### src/rtl/irq_pkg.sv
package irq_pkg;
  localparam int NSRC = 8;
  localparam int NLVL = 4;
  localparam int NEXT = 4;
  localparam int LVLW = $clog2(NLVL);
  localparam int IDXW = $clog2(NSRC);
  localparam logic [7:0] ADDR_EN   = 8'hA8;
  localparam logic [7:0] ADDR_PLO  = 8'hB8;
  localparam logic [7:0] ADDR_PHI  = 8'hB7;
  localparam logic [7:0] ADDR_XCTL = 8'hC0;
endpackage

### src/rtl/irq_ext_detect.sv
module irq_ext_detect #(
  parameter int N = 4
) (
  input  logic         clk,
  input  logic         rst_n,
  input  logic         cyc_en,
  input  logic [N-1:0] pin_n,
  input  logic [N-1:0] edge_mode,
  input  logic [N-1:0] sw_we,
  input  logic [N-1:0] sw_val,
  input  logic [N-1:0] svc_clr,
  output logic [N-1:0] flag
);
  for (genvar g = 0; g < N; g++) begin : g_pin
    logic smp_q, smp_d, flg_q, flg_d;

    always_comb begin
      smp_d = smp_q;
      flg_d = flg_q;
      if (sw_we[g]) flg_d = sw_val[g];
      if (svc_clr[g] && edge_mode[g]) flg_d = 1'b0;
      if (cyc_en) begin
        smp_d = pin_n[g];
        if (edge_mode[g]) begin
          if (smp_q && !pin_n[g]) flg_d = 1'b1;
        end else begin
          flg_d = ~pin_n[g];
        end
      end
    end

    always_ff @(posedge clk or negedge rst_n) begin
      if (!rst_n) begin
        smp_q <= 1'b1;
        flg_q <= 1'b0;
      end else begin
        smp_q <= smp_d;
        flg_q <= flg_d;
      end
    end

    assign flag[g] = flg_q;
  end
endmodule

### src/rtl/irq_sfr_regs.sv
module irq_sfr_regs
  import irq_pkg::*;
(
  input  logic                      clk,
  input  logic                      rst_n,
  input  logic [7:0]                addr,
  input  logic                      wr,
  input  logic [7:0]                wdata,
  input  logic [NEXT-1:0]           ext_flag,
  output logic [7:0]                rdata,
  output logic                      glb_en,
  output logic [NSRC-1:0]           src_en,
  output logic [NSRC-1:0][LVLW-1:0] src_lvl,
  output logic [1:0]                xedge,
  output logic [1:0]                xflag_we,
  output logic [1:0]                xflag_val
);
  logic [7:0] ie_q, ie_d, iph_q, iph_d, xc_q, xc_d;
  logic [5:0] ip_q, ip_d;
  logic       we_ie, we_ip, we_iph, we_xc;

  assign we_ie  = wr && (addr == ADDR_EN);
  assign we_ip  = wr && (addr == ADDR_PLO);
  assign we_iph = wr && (addr == ADDR_PHI);
  assign we_xc  = wr && (addr == ADDR_XCTL);

  always_comb begin
    ie_d  = we_ie  ? (wdata & 8'hBF) : ie_q;
    ip_d  = we_ip  ? wdata[5:0]      : ip_q;
    iph_d = we_iph ? wdata           : iph_q;
    xc_d  = we_xc  ? (wdata & 8'hDD) : xc_q;
  end

  always_ff @(posedge clk or negedge rst_n) begin
    if (!rst_n) begin
      ie_q  <= '0;
      ip_q  <= '0;
      iph_q <= '0;
      xc_q  <= '0;
    end else begin
      ie_q  <= ie_d;
      ip_q  <= ip_d;
      iph_q <= iph_d;
      xc_q  <= xc_d;
    end
  end

  always_comb begin
    case (addr)
      ADDR_EN:   rdata = ie_q;
      ADDR_PLO:  rdata = {2'b00, ip_q};
      ADDR_PHI:  rdata = iph_q;
      ADDR_XCTL: rdata = xc_q | {2'b00, ext_flag[3], 3'b000, ext_flag[2], 1'b0};
      default:   rdata = 8'h00;
    endcase
  end

  assign glb_en = ie_q[7];
  assign src_en = {xc_q[6], xc_q[2], ie_q[5:0]};

  for (genvar i = 0; i < 6; i++) begin : g_std_lvl
    assign src_lvl[i] = {iph_q[i], ip_q[i]};
  end
  assign src_lvl[6] = {iph_q[6], xc_q[3]};
  assign src_lvl[7] = {iph_q[7], xc_q[7]};

  assign xedge     = {xc_q[4], xc_q[0]};
  assign xflag_we  = {2{we_xc}};
  assign xflag_val = {wdata[5], wdata[1]};
endmodule

### src/rtl/irq_arbiter.sv
module irq_arbiter
  import irq_pkg::*;
(
  input  logic                      clk,
  input  logic                      rst_n,
  input  logic [NSRC-1:0]           pend,
  input  logic [NSRC-1:0]           en,
  input  logic                      glb_en,
  input  logic [NSRC-1:0][LVLW-1:0] lvl,
  input  logic                      ack,
  input  logic                      reti,
  output logic                      req,
  output logic [IDXW-1:0]           vec,
  output logic [LVLW-1:0]           req_lvl,
  output logic [NLVL-1:0]           isr,
  output logic [NSRC-1:0]           take
);
  logic [NSRC-1:0] eff;
  logic            found, busy, accept;
  logic [LVLW-1:0] best_lvl, cur_lvl;
  logic [IDXW-1:0] best_idx;
  logic [NLVL-1:0] isr_q, isr_d, top_oh;

  assign eff = pend & en & {NSRC{glb_en}};

  always_comb begin
    found    = 1'b0;
    best_lvl = '0;
    best_idx = '0;
    for (int i = NSRC - 1; i >= 0; i--) begin
      if (eff[i] && (!found || lvl[i] >= best_lvl)) begin
        found    = 1'b1;
        best_lvl = lvl[i];
        best_idx = IDXW'(i);
      end
    end
  end

  always_comb begin
    cur_lvl = '0;
    for (int j = 0; j < NLVL; j++) begin
      if (isr_q[j]) cur_lvl = LVLW'(j);
    end
  end

  assign busy   = |isr_q;
  assign top_oh = busy ? (NLVL'(1) << cur_lvl) : '0;
  assign req    = found && (!busy || best_lvl > cur_lvl);
  assign accept = ack && req;

  always_comb begin
    isr_d = isr_q;
    if (reti)   isr_d = isr_d & ~top_oh;
    if (accept) isr_d = isr_d | (NLVL'(1) << best_lvl);
  end

  always_ff @(posedge clk or negedge rst_n) begin
    if (!rst_n) isr_q <= '0;
    else        isr_q <= isr_d;
  end

  assign take    = accept ? (NSRC'(1) << best_idx) : '0;
  assign vec     = best_idx;
  assign req_lvl = best_lvl;
  assign isr     = isr_q;
endmodule

### src/rtl/irq_prio_ctrl.sv
module irq_prio_ctrl
  import irq_pkg::*;
(
  input  logic            clk,
  input  logic            rst_n,
  input  logic            cyc_en,
  input  logic [7:0]      sfr_addr,
  input  logic            sfr_wr,
  input  logic [7:0]      sfr_wdata,
  output logic [7:0]      sfr_rdata,
  input  logic [NEXT-1:0] ext_n,
  input  logic [1:0]      ext01_edge,
  input  logic [2:0]      tmr_req,
  input  logic            ser_req,
  output logic            irq_req,
  output logic [IDXW-1:0] irq_vec,
  output logic [LVLW-1:0] irq_lvl,
  input  logic            irq_ack,
  input  logic            reti,
  output logic [NLVL-1:0] isr_lvls
);
  logic [1:0]                rst_pipe;
  logic                      rst_ni;
  logic [NEXT-1:0]           ext_flag;
  logic                      glb_en;
  logic [NSRC-1:0]           src_en, pend, take;
  logic [NSRC-1:0][LVLW-1:0] src_lvl;
  logic [1:0]                xedge, xflag_we, xflag_val;

  always_ff @(posedge clk or negedge rst_n) begin
    if (!rst_n) rst_pipe <= 2'b00;
    else        rst_pipe <= {rst_pipe[0], 1'b1};
  end
  assign rst_ni = rst_pipe[1];

  irq_sfr_regs u_regs (
    .clk(clk), .rst_n(rst_ni), .addr(sfr_addr), .wr(sfr_wr), .wdata(sfr_wdata),
    .ext_flag(ext_flag), .rdata(sfr_rdata), .glb_en(glb_en), .src_en(src_en),
    .src_lvl(src_lvl), .xedge(xedge), .xflag_we(xflag_we), .xflag_val(xflag_val)
  );

  irq_ext_detect #(.N(NEXT)) u_ext (
    .clk(clk), .rst_n(rst_ni), .cyc_en(cyc_en), .pin_n(ext_n),
    .edge_mode({xedge, ext01_edge}),
    .sw_we({xflag_we, 2'b00}), .sw_val({xflag_val, 2'b00}),
    .svc_clr({take[7], take[6], take[2], take[0]}),
    .flag(ext_flag)
  );

  assign pend = {ext_flag[3], ext_flag[2], tmr_req[2], ser_req,
                 tmr_req[1], ext_flag[1], tmr_req[0], ext_flag[0]};

  irq_arbiter u_arb (
    .clk(clk), .rst_n(rst_ni), .pend(pend), .en(src_en), .glb_en(glb_en),
    .lvl(src_lvl), .ack(irq_ack), .reti(reti), .req(irq_req), .vec(irq_vec),
    .req_lvl(irq_lvl), .isr(isr_lvls), .take(take)
  );
endmodule

### config.mk
export PLATFORM = sky130hd
export DESIGN_NAME = irq_prio_ctrl
export DESIGN_NICKNAME = d
export VERILOG_FILES = /design/src/rtl/irq_pkg.sv /design/src/rtl/irq_ext_detect.sv /design/src/rtl/irq_sfr_regs.sv /design/src/rtl/irq_arbiter.sv /design/src/rtl/irq_prio_ctrl.sv
export SDC_FILE = /design/constraint.sdc
export NUM_CORES = 1
export LEC_CHECK = 0
export ABC_AREA = 1
export ABC_CLOCK_PERIOD_IN_PS = 8800
export BUFFER_PORTS_ARGS = -buffer_cell sky130_fd_sc_hd__buf_2
export CORE_AREA = 2 2 100 102
export CTS_CLUSTER_SIZE = 12
export DETAILED_ROUTE_END_ITERATION = 10
export DIE_AREA = 0 0 102 104
export GPL_ROUTABILITY_DRIVEN = 0
export PLACE_DENSITY_LB_ADDON = 0.1
export SYNTH_ARGS = -nofsm -noshare
export SYNTH_HDL_FRONTEND = slang
export SYNTH_SLANG_ARGS = --single-unit
### constraint.sdc
create_clock -name clk -period 8.8 [get_ports clk]
set_clock_uncertainty 0.2 [all_clocks]
set_input_delay 0.88 -clock clk [delete_from_list [all_inputs] [get_ports clk]]
set_output_delay 0.88 -clock clk [all_outputs]
set_load 0.02 [all_outputs]
Word-level counts from Yosys, hierarchy flattened
Index checks and enable logic that the tools add are counted.
Widths: inputs -> output; s select.
- register bits after elaboration: 41
- output and inout bits: 18
- magnitude comparators: 8
- eq/ne operators: 4
- shift-type cells: 3
- mux-type cells: 50
- bitwise logic cells: 10
- reductions and logical operators: 42
- operator list (operator ; number):
    $eq 8x8->1 const B ; 4
    $pmux 8 s4 ; 1
    $mux 1 ; 27
    $mux 3 ; 8
    $logic_and 1x1->1 ; 21
    $mux 2 ; 10
    $and 8x8->8 ; 2
    $ge 2x2->1 ; 7
    $logic_not 1->1 ; 12
    $mux 4 ; 3
    $logic_or 1x1->1 ; 8
    $mux 8 ; 1
    $or 8x6->8 ; 1
    $shl 1x2->4 const A ; 2
    $shl 1x3->8 const A ; 1
    $and 4x4->4 ; 1
    $not 1->1 ; 4
    $not 4->4 ; 1
    $or 4x4->4 ; 1
    $reduce_or 4->1 ; 1
    $gt 2x2->1 ; 1

Depth between registers and ports, before layout
Gate-level depths: netlist of run 1.
- depth after elaboration: 41
- mapped depth: 68

Hierarchy
From an unflattened synthesis of run 1, not the netlist that was laid out.
- cell total of the unflattened synthesis: 473
- area total of the unflattened synthesis: 3375.7 sq um
- modules (own cells, without submodules) (module ; instances ; cells each ; area an instance (sq um) ; seq. area each (sq um)):
    irq_sfr_regs ; 1 ; 188 ; 1621.6 ; 675.6
    irq_arbiter ; 1 ; 212 ; 1218.7 ; 100.1
    irq_ext_detect ; 1 ; 69 ; 478.0 ; 205.2
    irq_prio_ctrl ; 1 ; 4 ; 57.6 ; 50.0

Least setup slack after synthesis of run 1
Ideal clock, no wire load.
- kind: reg-to-output
- from: register u_regs.ie_q[7]
- to: output port irq_req
- arrival: 7389 ps
- slack: 331 ps
- stages on the path, launching flop included: 59
- buffers on the path: 0
- path through: dfrtp_1 > nand3_2 > nor2_1 > ha_1 > o21ai_0 > nand2_2 > nand2_2 > nand2_1 > nand2_1 > inv_1 > ha_1 > nand2_1 > nand3_1 > nand2_2 > inv_2 > nand2_1 > nand2_1 > ha_1 > [... 23 more ...] > o21bai_4 > inv_1 > nand2_1 > nand2_1 > ha_1 > o21ai_0 > nand3_2 > nand2_4 > inv_2 > nand2_1 > nand2_1 > ha_1 > inv_1 > nor2_1 > o21ai_0 > o21ai_0 > nand2_1 > inv_1
- word-level cells in the longest chain between the ends: 33
- ends and longest elaborated chain (what ; line ; text):
    start: declaration ; irq_sfr_regs.sv:18 ; logic [7:0] ie_q, ie_d, iph_q, iph_d, xc_q, xc_d;
    start signal: assignment ; irq_sfr_regs.sv:41 ; ie_q <= ie_d;
    $and 8x8->8 (*) ; irq_arbiter.sv:24 ; assign eff = pend & en & {NSRC{glb_en}};
    $mux 2 or $mux 1 (tied branches) ; irq_arbiter.sv:31 ; if (eff[i] && (!found || lvl[i] >= best_lvl)) begin
    $ge 2x2->1 or $logic_not 1->1 (tied branches) ; irq_arbiter.sv:31 ;
    $logic_or 1x1->1 ; irq_arbiter.sv:31 ;
    $logic_and 1x1->1 ; irq_arbiter.sv:31 ;
    $mux 2 or $mux 1 (tied branches) ; irq_arbiter.sv:31 ;
    $ge 2x2->1 or $logic_not 1->1 (tied branches) ; irq_arbiter.sv:31 ;
    $logic_or 1x1->1 ; irq_arbiter.sv:31 ;
    [... 18 more ...] ; - ;
    $ge 2x2->1 or $logic_not 1->1 (tied branches) ; irq_arbiter.sv:31 ;
    $logic_or 1x1->1 ; irq_arbiter.sv:31 ;
    $logic_and 1x1->1 ; irq_arbiter.sv:31 ;
    $mux 2 (*) ; irq_arbiter.sv:31 ;
    net irq_lvl[1] ; irq_prio_ctrl.sv:17 ; output logic [LVLW-1:0] irq_lvl,
    $gt 2x2->1 (*) ; irq_arbiter.sv:48 ; assign req = found && (!busy || best_lvl > cur_lvl);
    $logic_or 1x1->1 (*) ; irq_arbiter.sv:48 ;
    $logic_and 1x1->1 (*) ; irq_arbiter.sv:48 ;
    end: declaration ; irq_prio_ctrl.sv:15 ; output logic irq_req,
Mark *: on every way through the listed nets, which the timed path passes. The rest lies on a longest branch.

Final worst setup path of run 1
- from: register u_regs.ie_q[7]
- to: output port irq_req
- word-level cells in the longest chain between the ends: 33
- ends and longest elaborated chain (what ; line):
    $and 8x8->8 (*) ; irq_arbiter.sv:24
    $mux 2 or $mux 1 (tied branches) ; irq_arbiter.sv:31
    $ge 2x2->1 or $logic_not 1->1 (tied branches) ; irq_arbiter.sv:31
    $logic_or 1x1->1 ; irq_arbiter.sv:31
    $logic_and 1x1->1 ; irq_arbiter.sv:31
    $mux 2 or $mux 1 (tied branches) ; irq_arbiter.sv:31
    $ge 2x2->1 or $logic_not 1->1 (tied branches) ; irq_arbiter.sv:31
    $logic_or 1x1->1 ; irq_arbiter.sv:31
    [... 17 more ...] ; -
    $mux 2 or $mux 1 (tied branches) ; irq_arbiter.sv:31
    $ge 2x2->1 or $logic_not 1->1 (tied branches) ; irq_arbiter.sv:31
    $logic_or 1x1->1 ; irq_arbiter.sv:31
    $logic_and 1x1->1 ; irq_arbiter.sv:31
    $mux 2 ; irq_arbiter.sv:31
    $gt 2x2->1 ; irq_arbiter.sv:48
    $logic_or 1x1->1 ; irq_arbiter.sv:48
    $logic_and 1x1->1 (*) ; irq_arbiter.sv:48
Mark *: on every way between the ends. The rest lies on a longest branch, timed or not.

==> insert_results.sql, run 1 <==
INSERT INTO impl_metrics (metric_group, metric, value, unit) VALUES
('floorplan', 'chipHeight', '104', 'microns'),
('setup_path', 'regToRegEndpoint', 'u_ext.g_pin[0].flg_q', ''),
('synthesis', 'synthesis.yosys.warnings', '0', ''),
('synthesis', 'synth.net_count', '433', ''),
('setup_path', 'timing.critical_path.slowest_cell_delay', '0.38', 'ns'),
('sta', 'final_hold_viol_count', '0', ''),
('clock_network', 'htreeDepth', '2', ''),
('synthesis', 'netlist_instances', '385', ''),
('route', 'dr.first_iter.drc_count', '116', ''),
('route', 'vias_per_inst', '4.66', ''),
('clock_network', 'cts_tree', 'done', ''),
('global_route', 'grt_start_max_net_pins', '40', ''),
('synthesis', 'netlist.top_cell.by_area', 'dfrtp_1', ''),
('route', 'vias', '2819', ''),
('setup_path', 'r2r.worst_path.cells', '60', ''),
('place', 'portBuffers', '49', ''),
('synthesis', 'yosysSeqAreaShare', '36.7', '%'),
('clock_network', 'cts_root_buffer', 'clkbuf_8', ''),
('floorplan', 'num_io_pins', '50', ''),
('global_route', 'grt.total_usage', '16.4', '%'),
('worst_hold_path', 'worstHoldPathType', 'reg2async', ''),
('status', 'run_status', 'finished clean', ''),
('sta', 'finalCriticalPeriod', '8.51', 'ns'),
('sta', 'min_period_over_period', '96.8', '%'),
('global_route', 'antenna_violations_before_repair', '0', ''),
('pwr', 'power_leakage', '1.99', 'nW'),
('global_route', 'grt_pass1_wl', '13400', 'microns'),
('clock_network', 'cts_num_sinks', '41', ''),
('finish', 'layout-drive-gt1-share', '36.0', '%'),
('synthesis', 'yosys.area.top_type_share', '32.9', '%'),
('setup_path', 'worstSetupStartpointType', 'flop', ''),
('sta', 'max_slew_violation_total_from_the_final_report', '0', ''),
('clock_network', 'cts_hold_buf', '0', ''),
('clock_network', 'numCtsBuffers', '5', ''),
('setup_path', 'worst_ep_arrival_time', '7.43', 'ns'),
('setup_path', 'critical_path.most_common_cell', 'nand2_1', ''),
('clock_network', 'clk_path_buf_depth', '2', ''),
('setup_path', 'critical_path.slowest_cell', 'dfrtp_1', ''),
('setup_path', 'timing.critical_path.required', '7.72', 'ns'),
('clock_network', 'clkSlewWorstSetupHoldPaths', '0.08', 'ns'),
('setup_path', 'worst_r2r_startpoint', 'u_regs.ie_q[7]', ''),
('setup_path', 'cpLargestDelayFamily', 'simple AND/OR/NAND/NOR gates', ''),
('finish', 'layout_common_cells', 'nand2_1 (81), inv_1 (56), buf_2 (48), dfrtp_1 (37), buf_4 (32)', ''),
('route', 'wirelength_routed', '8790', 'microns'),
('sta', 'final_critical_path_setup_slack', '0.285', 'ns'),
('global_route', 'globalRouteOverflowTotal', '0', ''),
('pwr', 'irDropWorstVdd', '0.160', 'mV'),
('floorplan', 'chipWidth', '102', 'microns'),
('synthesis', 'synthesis.area_per_instance', '7.30', 'sq um'),
('synthesis', 'synth.cell_area', '0.00281', 'sq mm'),
('finish', 'postLayoutCoreUtil', '40.3', '%'),
('route', 'route.antenna.remaining_nets', '0', ''),
('sta', 'clock.fmax', '117', 'MHz'),
('sta', 'whs', '0.115', 'ns'),
('floorplan', 'floorplan.die_area', '0.0106', 'sq mm'),
('clock_network', 'clk_latency_worst_skew_pair', '0.30', 'ns'),
('finish', 'layout_commonest_cell', 'nand2_1', ''),
('route', 'firstDrtPassIters', '4', ''),
('finish', 'final_nets', '519', ''),
('place', 'hpwl', '6360', 'microns'),
('setup_path', 'cp-end-kind', 'primary output', ''),
('place', 'place_ws', '-0.0992', 'ns'),
('sta', 'rsz_0062_raised_after_global_routing', 'true', ''),
('finish', 'antennaDiodeCount', '0', ''),
('sta', 'max_slew_margin', '29.6', '%'),
('route', 'wire_per_inst', '14.5', 'microns'),
('floorplan', 'start_util', '29.4', '%'),
('floorplan', 'core-area', '0.00955', 'sq mm'),
('synthesis', 'netlist_top_cells_area', 'dfrtp_1 (33%), nand2_1 (13%), inv_1 (8.4%)', ''),
('route', 'number_of_remaining_drc_errors', '0', ''),
('synthesis', 'netlist-cell-type-count', '32', ''),
('sta', 'finalSetupViolCount', '0', ''),
('run', 'number_of_maximum_capacitance_constraint_violations', '0', ''),
('setup_path', 'critical_path.n_buffers_inverters', '8', ''),
('global_route', 'grt_pass1_vias', '2683', ''),
('sta', 'tightest_slew', '1.05', 'ns'),
('setup_path', 'regToRegSetupSlack', '1.02', 'ns'),
('setup_path', 'crit_type', 'reg2out', ''),
('pwr', 'power-per-cell-area', '270', 'mW/mm^2'),
('synthesis', 'postSynthRegisterBits', '41', ''),
('setup_path', 'worst-path-max-fanout', '5', ''),
('floorplan', 'floorplan.rows', '36', ''),
('finish', 'flow.area_growth_from_synthesis', '37.1', '%');
[through the flow]
step	cells	TNS [ns]	power, W	cell area [sq um]
6_report	605	0	0.00104	3850
4_1_cts	591	0	0.000881	3460
2_1_floorplan	385	0	0.000564	2810
3_3_place_gp	568	-0.0371	0.000696	3240
3_5_place_dp	568	-0.0992	0.000700	3240
5_1_grt	605	-0.363	0.00114	3850
[where the power goes]
group | internal, W | total (W) | switching [W]
sequential | 0.000211 | 0.000229 | 0.0000179
combinational | 0.000291 | 0.000679 | 0.000387
clock | 0.0000642 | 0.000132 | 0.0000681
total | 0.000567 | 0.00104 | 0.000473
[layout make-up]
type | instances | area [sq um]
tap | 133 | 166
clock buffer | 8 | 90.1
multi-input combinational | 274 | 1800
fill | 1032 | 5700
inverter | 66 | 253
timing repair buffer | 83 | 514
sequential | 41 | 1030
[worst reg2reg max path, delay by kind of cell (launching register included)]
family	cells	cell delay, ns
compound gates	11	1.27
fa+ha+maj	8	1.96
buf+inv	6	0.50
flops	1	0.38
simple gates	35	3.31
[synth_stat cells]
cell and count:
nor4_1 2, and2_1 2, o21ai_0 36, nand2_2 6, nand2_1 98, nand3b_1 1, o22ai_1 9, clkbuf_1 4
dfrtp_1 37, mux2_2 2, nand2_4 2, nor2_1 27, dfstp_2 4, a21oi_2 1, inv_2 3, o21bai_1 1
nor3_4 1, nand4_1 4, o21ai_1 3, a221o_1 6, nand3_2 5, nand3_1 36, nor3_1 2, conb_1 1
inv_1 63, nor2_2 1, or2_1 2, ha_1 16, o221ai_1 1, o21bai_4 2, nor2_4 3, a21oi_1 4
[kinds of logic after synthesis]
logic type,synth area share (%)
AND/OR/NAND/NOR,31.9
multiplexers,0.801
buffers and inverters,9.35
other,0.133
adder cells (fa/ha/maj),7.12
AO/OA/AOI/OAI,14.0
flip-flops,36.7
[layer usage]
layer	share of wire, %	vias to the layer above	routed length (microns)	track usage [%]
met2	49	69	4340	26.9
met3	4.7	8	415	3.02
met1	45	1308	3920	21.9
met5	0	-	0	0
li1	-	1434	-	-
met4	1.2	0	108	4.67
[worst max-delay path by stage]
stage                                    start      end  slack (ns)  depth (start not counted)
final                           u_regs.ie_q[7]  irq_req        0.29                         58
after global routing            u_regs.xc_q[6]  irq_req       -0.36                         58
after CTS                 u_ext.g_pin[3].flg_q  irq_req        0.03                         61
after detailed placement  u_ext.g_pin[3].flg_q  irq_req        -0.1                         59
after global placement    u_ext.g_pin[3].flg_q  irq_req       -0.04                         59
after floorplan                 u_regs.ie_q[7]  irq_req        0.33                         58
[timing repair]
action | in CTS | in global routing
hold endpoints to repair | 0 | 0
endpoints found under the setup margin | 1 | 10
resized for setup | 7 | 69
pin swaps | 9 | 50
setup buffers | 15 | 14
[sequential cells by signal, summed over array words and instances, names as in the netlist]
| register | flops |
|---|---|
| rst_pipe | 2 |
| u_arb.isr | 4 |
| u_ext.g_pin.flg_q | 4 |
| u_ext.g_pin.smp_q | 4 |
| u_regs.ie_q | 7 |
| u_regs.ip_q | 6 |
| u_regs.iph_q | 8 |
| u_regs.xc_q | 6 |
Note: power is estimated with default switching activity, not from simulation.
==> inputs of run 2 (changes only) <==
--- a/config.mk
+++ b/config.mk
@@ -14,6 +14,7 @@
 export DIE_AREA = 0 0 102 104
 export GPL_ROUTABILITY_DRIVEN = 0
 export PLACE_DENSITY_LB_ADDON = 0.1
+export REMOVE_ABC_BUFFERS = 1
 export SYNTH_ARGS = -nofsm -noshare
 export SYNTH_HDL_FRONTEND = slang
 export SYNTH_SLANG_ARGS = --single-unit
==> run 2 against run 1 <==
Sequential share of layout area fell by 0.16 points. Flip-flop and latch count did not move. Die area did not move. Critical path depth rose by 2. Hold slack improved by 0.011 ns. Clock power rose by 20%. Maximum frequency rose by 0.21%. Non-clock buffer count fell by 2. Largest power group unchanged.
==> insert_results.sql, run 2 (same netlist as run 1, synthesis figures left out) <==
INSERT INTO impl_metrics (metric_group, metric, value, unit) VALUES
('route', 'wirelength_routed', '9000', 'microns'),
('global_route', 'antenna_violations_before_repair', '0', ''),
('floorplan', 'floorplan.die_area', '0.0106', 'sq mm'),
('floorplan', 'core-area', '0.00955', 'sq mm'),
('finish', 'largest_register', 'u_regs.iph_q', ''),
('setup_path', 'worst-path-max-fanout', '6', ''),
('clock_network', 'cts_hold_buf', '0', ''),
('pwr', 'seqPwrFrac', '20.9', '%'),
('route', 'vias_per_inst', '4.74', ''),
('place', 'hpwl', '6490', 'microns'),
('setup_path', 'critical_path.n_buffers_inverters', '11', ''),
('setup_path', 'crit_type', 'reg2out', ''),
('global_route', 'grt_start_max_net_pins', '40', ''),
('setup_path', 'critical_path.most_common_cell', 'nand2_2', ''),
('finish', 'flow.area_growth_from_synthesis', '37.9', '%'),
('setup_path', 'critical_path.slowest_cell', 'dfrtp_1', ''),
('sta', 'final_hold_viol_count', '0', ''),
('finish', 'fin_area', '0.00388', 'sq mm'),
('sta', 'max_slew_violation_total_from_the_final_report', '0', ''),
('sta', 'finalSetupViolCount', '0', ''),
('worst_hold_path', 'worstHoldPathType', 'reg2async', ''),
('sta', 'final_critical_path_setup_slack', '0.303', 'ns'),
('clock_network', 'cts_num_sinks', '41', ''),
('route', 'route.antenna.remaining_nets', '0', ''),
('clock_network', 'cts_tree', 'done', ''),
('setup_path', 'timing.critical_path.slowest_cell_delay', '0.39', 'ns'),
('setup_path', 'timing.critical_path.required', '7.72', 'ns'),
('finish', 'layout-drive-gt1-share', '37.4', '%'),
('finish', 'antennaDiodeCount', '0', ''),
('clock_network', 'clk_latency_worst_skew_pair', '0.30', 'ns'),
('pwr', 'power_report.internal_total', '0.000605', 'W'),
('sta', 'final.setup.tns', '0', 'ns'),
('pwr', 'p_sw', '0.000488', 'W'),
('floorplan', 'chipWidth', '102', 'microns'),
('setup_path', 'worst_ep_arrival_time', '7.42', 'ns'),
('sta', 'finalCriticalPeriod', '8.50', 'ns'),
('pwr', 'netSwitchingFraction', '44.6', '%'),
('finish', 'final_nets', '517', ''),
('pwr', 'irDropWorstVdd', '0.209', 'mV'),
('floorplan', 'chipHeight', '104', 'microns'),
('setup_path', 'cpLargestDelayFamily', 'simple AND/OR/NAND/NOR gates', ''),
('route', 'number_of_remaining_drc_errors', '0', ''),
('route', 'firstDrtPassIters', '4', ''),
('pwr', 'clock_power_share', '14.5', '%'),
('global_route', 'grt_pass1_wl', '14100', 'microns'),
('route', 'vias', '2861', ''),
('global_route', 'grt.total_usage', '16.9', '%'),
('global_route', 'grt_pass1_vias', '2776', ''),
('global_route', 'globalRouteOverflowTotal', '0', ''),
('clock_network', 'htreeDepth', '2', ''),
('run', 'number_of_maximum_capacitance_constraint_violations', '0', ''),
('sta', 'max_slew_margin', '37.7', '%'),
('pwr', 'fin_total_pwr', '0.00109', 'W'),
('finish', 'largest_registers', 'u_regs.iph_q: 8 flops, u_regs.ie_q: 7 flops', ''),
('floorplan', 'num_io_pins', '50', ''),
('sta', 'rsz_0062_raised_after_global_routing', 'true', ''),
('pwr', 'power-per-cell-area', '282', 'mW/mm^2'),
('place', 'placement.cell_area', '0.00325', 'sq mm'),
('sta', 'min_period_over_period', '96.6', '%'),
('finish', 'layout_commonest_cell', 'nand2_1', ''),
('clock_network', 'cts_root_buffer', 'clkbuf_8', ''),
('route', 'dr.first_iter.drc_count', '128', ''),
('finish', 'largest_register_ffs', '8', ''),
('setup_path', 'worstSetupStartpointType', 'flop', ''),
('status', 'run_status', 'finished clean', ''),
('setup_path', 'regToRegEndpoint', 'u_ext.g_pin[1].flg_q', ''),
('place', 'place_ws', '-0.273', 'ns'),
('setup_path', 'cp-end-kind', 'primary output', ''),
('clock_network', 'clk_path_buf_depth', '2', ''),
('pwr', 'power_leakage', '2.00', 'nW'),
('finish', 'layout_common_cells', 'nand2_1 (75), inv_1 (58), buf_2 (48), dfrtp_1 (37), buf_4 (30)', ''),
('sta', 'whs', '0.126', 'ns'),
('setup_path', 'regToRegSetupSlack', '0.79', 'ns'),
('sta', 'tightest_slew', '0.931', 'ns'),
('sta', 'clock.fmax', '118', 'MHz'),
('route', 'wire_per_inst', '14.9', 'microns'),
('clock_network', 'numCtsBuffers', '5', ''),
('floorplan', 'floorplan.rows', '36', ''),
('setup_path', 'worst_r2r_startpoint', 'u_ext.g_pin[3].flg_q', ''),
('place', 'portBuffers', '49', ''),
('floorplan', 'start_util', '29.4', '%'),
('setup_path', 'r2r.worst_path.cells', '64', ''),
('clock_network', 'clkSlewWorstSetupHoldPaths', '0.09', 'ns'),
('pwr', 'p_comb_share', '64.6', '%');
-- run 2: worst max-delay path by stage --
stage,start,to,slack (ns),cells after the start
after global placement,u_ext.g_pin[3].flg_q,irq_req,-0.06,59
after CTS,u_ext.g_pin[3].flg_q,irq_req,0.002,59
after global routing,u_regs.ie_q[7],irq_req,-0.27,61
after detailed placement,u_ext.g_pin[3].flg_q,irq_req,-0.27,59
after floorplan,u_regs.ie_q[7],irq_req,0.33,58
final,u_ext.g_pin[3].flg_q,irq_req,0.30,60
-- run 2: what timing repair did --
action	in CTS	in global routing
setup buffers	10	16
endpoints found under the setup margin	1	7
gates resized for setup	11	67
pin swaps	11	45
-- run 2: metrics by stage --
stage	util, %	instances
after floorplan	-	381
after global placement	34.1	569
after detailed placement	34.1	569
after CTS	36.1	587
after global routing	40.6	603
final	40.6	603
-- run 2: layer usage --
layer | track usage [%] | vias up | part of all wire (%)
met4 | 4.29 | 0 | 1.7
li1 | - | 1428 | -
met2 | 27.6 | 55 | 48
met3 | 2.22 | 13 | 2.7
met1 | 23.6 | 1365 | 47
met5 | 0 | - | 0
-- run 2: worst register-to-register path, delay by kind of cell, from the launching register on --
kind | cells | cell delay, ns
AOI/OAI and AO/OA | 11 | 1.31
adders and majority gates | 8 | 2.00
buffers and inverters | 11 | 0.85
DFF | 1 | 0.39
and+or+nand+nor | 34 | 3.12
-- run 2: power groups by stage --
| stage | logic (W) | clock network, W | registers [W] |
|---|---|---|---|
| final | 0.000706 | 0.000159 | 0.000228 |
| after global routing | 0.000790 | 0.000170 | 0.000231 |
| after CTS | 0.000518 | 0.000163 | 0.000227 |
| after detailed placement | 0.000471 | 0 | 0.000232 |
| after global placement | 0.000463 | 0 | 0.000231 |
| after floorplan | 0.000328 | 0 | 0.000236 |
-- run 2: area by class of cell --
class | count | area [sq um]
Fill cell | 1049 | 5670
Multi-Input combinational cell | 274 | 1820
Sequential cell | 41 | 1030
Timing Repair Buffer | 81 | 499
Inverter | 66 | 253
Tap cell | 133 | 166
Clock buffer | 6 | 72.6
Clock inverter | 2 | 38.8
